[config.mk]
export PLATFORM = sky130hd
export DESIGN_NAME = msg_dma_engine
export DESIGN_NICKNAME = d
export VERILOG_FILES = /design/src/rtl/mpe_pkg.sv /design/src/rtl/cmd_assembler.sv /design/src/rtl/cmd_queue.sv /design/src/rtl/xfer_engine.sv /design/src/rtl/msg_dma_engine.sv
export SDC_FILE = /design/constraint.sdc
export NUM_CORES = 1
export LEC_CHECK = 0
export BUFFER_PORTS_ARGS = -buffer_cell sky130_fd_sc_hd__clkbuf_2
export CORE_MARGIN = 3
export CORE_UTILIZATION = 59
export DETAILED_ROUTE_END_ITERATION = 7
export GPL_ROUTABILITY_DRIVEN = 0
export PLACE_DENSITY = 0.9
export SYNTH_ARGS = -nofsm -noshare
export SYNTH_HDL_FRONTEND = slang
export SYNTH_SLANG_ARGS = --single-unit
export TNS_END_PERCENT = 100
[constraint.sdc]
create_clock -name clk -period 6.7 [get_ports clk]
set_input_delay 0.67 -clock clk [delete_from_list [all_inputs] [get_ports clk]]
set_output_delay 0.67 -clock clk [all_outputs]
set_load 0.01 [all_outputs]
[src/rtl/mpe_pkg.sv]
package mpe_pkg;
  parameter int RANK_W = 8;
  parameter int TAG_W  = 8;
  parameter int LEN_W  = 8;
  parameter int ADDR_W = 16;
  parameter int DATA_W = 32;
  parameter int CMD_WORDS = 4;

  typedef struct packed {
    logic              is_recv;
    logic              quiet;
    logic [RANK_W-1:0] peer;
    logic [ADDR_W-1:0] base;
    logic [LEN_W-1:0]  len;
    logic [TAG_W-1:0]  tag;
  } cmd_t;

  localparam int CMD_W = $bits(cmd_t);

  // header field positions: count lowest, then tag, destination, source
  localparam int H_LEN_LSB = 0;
  localparam int H_TAG_LSB = LEN_W;
  localparam int H_DST_LSB = LEN_W + TAG_W;
  localparam int H_SRC_LSB = LEN_W + TAG_W + RANK_W;

  function automatic logic [DATA_W-1:0] make_hdr(
      logic [RANK_W-1:0] src, logic [RANK_W-1:0] dst,
      logic [TAG_W-1:0] tag, logic [LEN_W-1:0] len);
    logic [DATA_W-1:0] h;
    h = '0;
    h[H_SRC_LSB +: RANK_W] = src;
    h[H_DST_LSB +: RANK_W] = dst;
    h[H_TAG_LSB +: TAG_W]  = tag;
    h[H_LEN_LSB +: LEN_W]  = len;
    return h;
  endfunction
endpackage

[src/rtl/cmd_assembler.sv]
module cmd_assembler
  import mpe_pkg::*;
(
  input  logic              clk,
  input  logic              rst_n,
  input  logic              wr,
  input  logic [DATA_W-1:0] wdata,
  input  logic              is_recv,
  input  logic              quiet,
  input  logic              q_full,
  output logic              push,
  output cmd_t              push_cmd,
  output logic              ovf_err
);
  localparam int IDX_W = $clog2(CMD_WORDS);
  localparam logic [IDX_W-1:0] LAST = IDX_W'(CMD_WORDS - 1);

  logic [IDX_W-1:0]  idx;
  logic [RANK_W-1:0] peer_q;
  logic [ADDR_W-1:0] base_q;
  logic [LEN_W-1:0]  len_q;
  logic              last_beat;

  assign last_beat = wr && (idx == LAST);
  assign push      = last_beat && !q_full;
  assign push_cmd  = '{is_recv: is_recv, quiet: quiet, peer: peer_q,
                       base: base_q, len: len_q, tag: wdata[TAG_W-1:0]};

  always_ff @(posedge clk) begin
    if (!rst_n) begin
      idx     <= '0;
      peer_q  <= '0;
      base_q  <= '0;
      len_q   <= '0;
      ovf_err <= 1'b0;
    end else if (wr) begin
      idx <= (idx == LAST) ? '0 : idx + 1'b1;
      case (idx)
        IDX_W'(0): peer_q <= wdata[RANK_W-1:0];
        IDX_W'(1): base_q <= wdata[ADDR_W-1:0];
        IDX_W'(2): len_q  <= wdata[LEN_W-1:0];
        default:   if (q_full) ovf_err <= 1'b1;
      endcase
    end
  end
endmodule

[src/rtl/cmd_queue.sv]
module cmd_queue #(
  parameter int WIDTH = 8,
  parameter int DEPTH = 8
) (
  input  logic             clk,
  input  logic             rst_n,
  input  logic             push,
  input  logic [WIDTH-1:0] push_data,
  input  logic             pop,
  output logic [WIDTH-1:0] head,
  output logic             empty,
  output logic             full
);
  localparam int PW = (DEPTH > 1) ? $clog2(DEPTH) : 1;
  localparam int CW = $clog2(DEPTH + 1);

  logic [WIDTH-1:0] store [DEPTH];
  logic [PW-1:0]    wptr, rptr;
  logic [CW-1:0]    count;
  logic             do_push, do_pop;

  assign empty   = (count == '0);
  assign full    = (count == CW'(DEPTH));
  assign do_push = push && !full;
  assign do_pop  = pop && !empty;
  assign head    = store[rptr];

  function automatic logic [PW-1:0] nxt(logic [PW-1:0] p);
    return (p == PW'(DEPTH - 1)) ? '0 : p + 1'b1;
  endfunction

  always_ff @(posedge clk) begin
    if (do_push) store[wptr] <= push_data;
  end

  always_ff @(posedge clk) begin
    if (!rst_n) begin
      wptr  <= '0;
      rptr  <= '0;
      count <= '0;
    end else begin
      if (do_push) wptr <= nxt(wptr);
      if (do_pop)  rptr <= nxt(rptr);
      count <= count + CW'(do_push) - CW'(do_pop);
    end
  end
endmodule

[src/rtl/xfer_engine.sv]
module xfer_engine
  import mpe_pkg::*;
#(
  parameter int LOCAL_RANK = 1
) (
  input  logic              clk,
  input  logic              rst_n,
  input  logic              q_empty,
  input  cmd_t              q_head,
  output logic              q_pop,
  output logic              mem_rd_en,
  output logic              mem_wr_en,
  output logic [ADDR_W-1:0] mem_addr,
  output logic [DATA_W-1:0] mem_wr_data,
  input  logic [DATA_W-1:0] mem_rd_data,
  output logic              tx_valid,
  input  logic              tx_ready,
  output logic [DATA_W-1:0] tx_data,
  input  logic              rx_valid,
  output logic              rx_ready,
  input  logic [DATA_W-1:0] rx_data,
  output logic              done,
  output logic              mismatch_err
);
  typedef enum logic [2:0] {
    ST_IDLE, ST_THDR, ST_RD, ST_CAP, ST_TDAT, ST_RHDR, ST_RDAT, ST_DROP
  } state_t;

  state_t            state;
  cmd_t              cur;
  logic [LEN_W-1:0]  idx, drop_left;
  logic [DATA_W-1:0] tx_buf;
  logic              hdr_ok, last_word;
  logic [LEN_W-1:0]  rx_len;

  assign rx_len    = rx_data[H_LEN_LSB +: LEN_W];
  assign hdr_ok    = (rx_data[H_SRC_LSB +: RANK_W] == cur.peer) &&
                     (rx_data[H_TAG_LSB +: TAG_W] == cur.tag) &&
                     (rx_len == cur.len);
  assign last_word = (idx == cur.len - LEN_W'(1));

  assign q_pop       = (state == ST_IDLE) && !q_empty;
  assign tx_valid    = (state == ST_THDR) || (state == ST_TDAT);
  assign tx_data     = (state == ST_THDR)
                       ? make_hdr(RANK_W'(LOCAL_RANK), cur.peer, cur.tag, cur.len)
                       : tx_buf;
  assign mem_rd_en   = (state == ST_RD);
  assign rx_ready    = (state == ST_RHDR) || (state == ST_RDAT) || (state == ST_DROP);
  assign mem_wr_en   = (state == ST_RDAT) && rx_valid;
  assign mem_addr    = cur.base + ADDR_W'(idx);
  assign mem_wr_data = rx_data;

  always_ff @(posedge clk) begin
    if (!rst_n) begin
      state        <= ST_IDLE;
      cur          <= '0;
      idx          <= '0;
      drop_left    <= '0;
      tx_buf       <= '0;
      done         <= 1'b0;
      mismatch_err <= 1'b0;
    end else begin
      done <= 1'b0;
      unique case (state)
        ST_IDLE: if (!q_empty) begin
          cur   <= q_head;
          idx   <= '0;
          state <= q_head.is_recv ? ST_RHDR : ST_THDR;
        end
        ST_THDR: if (tx_ready) state <= (cur.len == '0) ? ST_IDLE : ST_RD;
        ST_RD:   state <= ST_CAP;
        ST_CAP: begin
          tx_buf <= mem_rd_data;
          state  <= ST_TDAT;
        end
        ST_TDAT: if (tx_ready) begin
          if (last_word) state <= ST_IDLE;
          else begin
            idx   <= idx + 1'b1;
            state <= ST_RD;
          end
        end
        ST_RHDR: if (rx_valid) begin
          if (hdr_ok) begin
            if (cur.len == '0) begin
              done  <= !cur.quiet;
              state <= ST_IDLE;
            end else state <= ST_RDAT;
          end else begin
            mismatch_err <= 1'b1;
            drop_left    <= rx_len;
            if (rx_len != '0) state <= ST_DROP;
          end
        end
        ST_RDAT: if (rx_valid) begin
          if (last_word) begin
            done  <= !cur.quiet;
            state <= ST_IDLE;
          end else idx <= idx + 1'b1;
        end
        ST_DROP: if (rx_valid) begin
          drop_left <= drop_left - 1'b1;
          if (drop_left == LEN_W'(1)) state <= ST_RHDR;
        end
        default: state <= ST_IDLE;
      endcase
    end
  end
endmodule

[src/rtl/msg_dma_engine.sv]
module msg_dma_engine
  import mpe_pkg::*;
#(
  parameter int LOCAL_RANK  = 1,
  parameter int QUEUE_DEPTH = 8
) (
  input  logic              clk,
  input  logic              rst_n,
  input  logic              cmd_wr,
  input  logic [DATA_W-1:0] cmd_data,
  input  logic              cmd_is_recv,
  input  logic              cmd_quiet,
  output logic              mem_rd_en,
  output logic              mem_wr_en,
  output logic [ADDR_W-1:0] mem_addr,
  output logic [DATA_W-1:0] mem_wr_data,
  input  logic [DATA_W-1:0] mem_rd_data,
  output logic              tx_valid,
  input  logic              tx_ready,
  output logic [DATA_W-1:0] tx_data,
  input  logic              rx_valid,
  output logic              rx_ready,
  input  logic [DATA_W-1:0] rx_data,
  output logic              done,
  output logic              ovf_err,
  output logic              mismatch_err
);
  logic push, pop, q_empty, q_full;
  cmd_t push_cmd, head_cmd;

  cmd_assembler u_asm (
    .clk(clk), .rst_n(rst_n), .wr(cmd_wr), .wdata(cmd_data),
    .is_recv(cmd_is_recv), .quiet(cmd_quiet), .q_full(q_full),
    .push(push), .push_cmd(push_cmd), .ovf_err(ovf_err)
  );

  cmd_queue #(.WIDTH(CMD_W), .DEPTH(QUEUE_DEPTH)) u_queue (
    .clk(clk), .rst_n(rst_n), .push(push), .push_data(push_cmd),
    .pop(pop), .head(head_cmd), .empty(q_empty), .full(q_full)
  );

  xfer_engine #(.LOCAL_RANK(LOCAL_RANK)) u_xfer (
    .clk(clk), .rst_n(rst_n), .q_empty(q_empty), .q_head(head_cmd), .q_pop(pop),
    .mem_rd_en(mem_rd_en), .mem_wr_en(mem_wr_en), .mem_addr(mem_addr),
    .mem_wr_data(mem_wr_data), .mem_rd_data(mem_rd_data),
    .tx_valid(tx_valid), .tx_ready(tx_ready), .tx_data(tx_data),
    .rx_valid(rx_valid), .rx_ready(rx_ready), .rx_data(rx_data),
    .done(done), .mismatch_err(mismatch_err)
  );
endmodule

==> results_dict.tcl <==
set metrics [dict create \
    critPathMaxFanout 6 \
    ys.flop_type "edfxtp_1" \
    antenna_found_initial 1 \
    seq_power_share_pct 45.3 \
    initialDrtViolationCount 1263 \
    synth_top_area_share_pct 50.3 \
    syn_nets 1507 \
    final-setup-viol-count 0 \
    holdCritPathClass "in2reg" \
    synth_xor_area_share_pct 2.18 \
    peakVddDrop_mv 0.238 \
    synth_top_family_by_area "multiplexers" \
    comb_power_share_pct 24.3 \
    max_stage_delay_ps 450 \
    wl_um 48500 \
    synth_compound_area_share_pct 7.33 \
    worst_pin_slew_ps 1040 \
    synth.avg_cell_area_um2 14.6 \
    dieWidth_um 190 \
    rr_startpoint "u_xfer.cur[13]" \
    clk_pin_slew_ps 70 \
    critPathTopFamily "compound AO/OA/AOI/OAI gates" \
    startpoint "u_xfer.idx[0]" \
    pwr_density_cell_nw_per_um2 361 \
    yosysUniqueCellTypes 61 \
    cts_tree "done" \
    grt_start_max_net_pins 90 \
    hold_viol_final 0 \
    grt_pass1_vias 12649 \
    clkLatencyLatePin_ps 550 \
    wl_per_cell_um 24.7 \
    rows 66 \
    synth_edf_count 336 \
    grt_remaining_overflow 0 \
    netlist_area_um2 20100 \
    initial_core_util_pct 60.7 \
    core_um2 33000 \
    grtUsageTotal_pct 26.7 \
    cts_resized 0 \
    finalCritPeriodShare_pct 60.2 \
    power.switching_mw 2.44 \
    crit_chain "ha_1 -> inv_1 -> fa_1 -> nor2b_1 -> o21ai_0 -> a21boi_1 -> o21ai_0 -> a211o_1 -> nor4_1 -> xnor2_1 -> clkbuf_2" \
    synthToLayoutAreaGrowth_pct 11.9 \
    drc 0 \
    grt_pass1_wl_um 73700 \
    nFillCells 2034 \
    p_sw_share_pct 30.1 \
    drt_first_pass_iters 6 \
    leakagePower_nw 8.05 \
    worstPathRequired_ps 6030 \
    fin_crit_ps 4030 \
    ctsHoldBuffers 0 \
    yosys-top-cells-area "edfxtp_1 50%, dfxtp_1 14%, mux4_2 9.4%" \
    critPathLaunchType "register" \
    cts_buffer_depth 3 \
    clkPwrFrac_pct 30.3 \
    finClkSkew_ps 18.8 \
    cts_sinks 478 \
    yosys.area_share.adder_pct 1.82 \
    dpl.hpwl_um 27300 \
    vias_per_cell 6.31 \
    end_kind "primary output" \
    synth-simple-area-share_pct 7.77 \
    max_cap_viol_count 0 \
    synthCells 1376 \
    synthArstFlopShare_pct 0 \
    die-area_um2 36300 \
    holdCritStartpoint "cmd_data[12]" \
    yosysTopAreaCell "edfxtp_1" \
    ioPinCount 190 \
    drv_slew 0 \
    synth-seq-cells 478 \
    drive_gt1_share_pct 24.3 \
    die_h_um 190 \
    relSlewSlack_pct 30.5 \
    critical_path_class "reg2out" \
    root_buffer "clkbuf_16" \
    finalNetCount 1617 \
    status "completed" \
    p_int_mw 5.67 \
    synth_warnings 0 \
    io_buffers 157 \
    synth.area.mux_share_pct 13.2 \
    crit_buf_inv 2 \
    cts_setup_buffers 0 \
    cts_made_buffers 43 \
    worstPathArrival_ps 3360 \
    synth-seq-area-share_pct 64.5 \
    tns_ps 0 \
    layout_commonest_cell "edfxtp_1" \
    cts-htree-levels 2 \
    path_common_cell "o21ai_0" \
    cp_slowest_cell "dfxtp_1" \
    final_cell_mix "336 x edfxtp_1, 186 x nand2_1, 156 x clkbuf_2" \
    rsz0062_at_grt "false" \
    antenna_left 0 \
    vias 12384 \
    final_core_util_pct 68.0 \
    fmax_mhz 248 \
]
[layer usage]
metal  vias to the layer above  GRT usage, %  share of wire, %
met5                         -             0             0.025
met4                         2          11.7               4.2
li1                       5333             -                 -
met1                      6126          33.4                37
met2                       760          45.4                50
met3                       163          5.42               9.2
[layout make-up]
type	count	area (µm²)	share of cell area, %
antenna	1	2.50	0.0111
clock buffer	68	1250	5.59
clock inverter	11	145	0.647
inverter	27	101	0.452
multi-input combinational	763	6540	29.1
sequential	478	12900	57.7
tap	442	553	2.46
timing repair buffer	173	908	4.05
[synth_stat cells, types with 23 or more instances]
cell	count
a21boi_0	65
buf_4	32
clkbuf_1	57
dfxtp_1	142
edfxtp_1	336
ha_1	26
inv_1	26
mux2_2	25
mux2i_1	48
mux4_2	84
nand2_1	186
nand3_1	23
nor2_1	32
o211a_1	41
xnor2_1	33
[metrics by stage]
| stage | hold WS, ps | instance area, µm² | total power, mW | std cells | setup slack, ps |
|---|---|---|---|---|---|
| after floorplan | 439 | 20100 | 5.09 | 1376 | 1210 |
| after global placement | 448 | 21000 | 5.54 | 1883 | 3370 |
| after detailed placement | 457 | 21000 | 5.64 | 1883 | 3330 |
| after global routing | 356 | 22400 | 8.42 | 1962 | 2500 |
| final | 355 | 22400 | 8.11 | 1963 | 2670 |
| after CTS | 346 | 22400 | 8.11 | 1962 | 2700 |
[registers in the layout, indices dropped and copies added (netlist names), 2 cells and up, named ones only]
signal,flops
u_asm.peer_q,8
u_xfer.state,3
u_xfer.cur,41
u_xfer.idx,8
u_queue.wptr,3
u_xfer.drop_left,8
u_queue.count,4
u_asm.base_q,16
u_asm.idx,2
u_xfer.tx_buf,32
u_asm.len_q,8
u_queue.store,336
u_queue.rptr,3
[kinds of logic after synthesis]
| kind of cell | Yosys count |
|---|---|
| compound gates | 189 |
| buf+inv | 135 |
| xor+xnor | 50 |
| simple gates | 339 |
| mux | 157 |
| fa+ha+maj | 28 |
| flops | 478 |
[worst register-to-register path, stage by stage (launching register included)]
cell       delay (ps)
dfxtp_1           520
xnor2_1           230
nand4_1           200
nor4_1            310
nand3_1           330
o2111ai_1         930
nor2_1            120
o221a_1           250
[power groups by stage]
| stage | combinational [mW] | clock (mW) | sequential, mW |
|---|---|---|---|
| 5_1_grt | 2.14 | 2.59 | 3.70 |
| 3_3_place_gp | 1.84 | 0 | 3.70 |
| 4_1_cts | 1.97 | 2.48 | 3.66 |
| 2_1_floorplan | 1.55 | 0 | 3.54 |
| 6_report | 1.97 | 2.46 | 3.67 |
| 3_5_place_dp | 1.92 | 0 | 3.72 |
[worst paths after layout]
kind,endpoint,slack [ps],cells after the start
setup reg to reg,u_xfer.drop_left[5],3700,7
hold reg to reg,u_xfer.tx_buf[28],470,2
setup / recovery,mem_addr[14],2670,11
hold / removal,u_asm.base_q[12],360,3
Power figures use the tool's default switching activity.
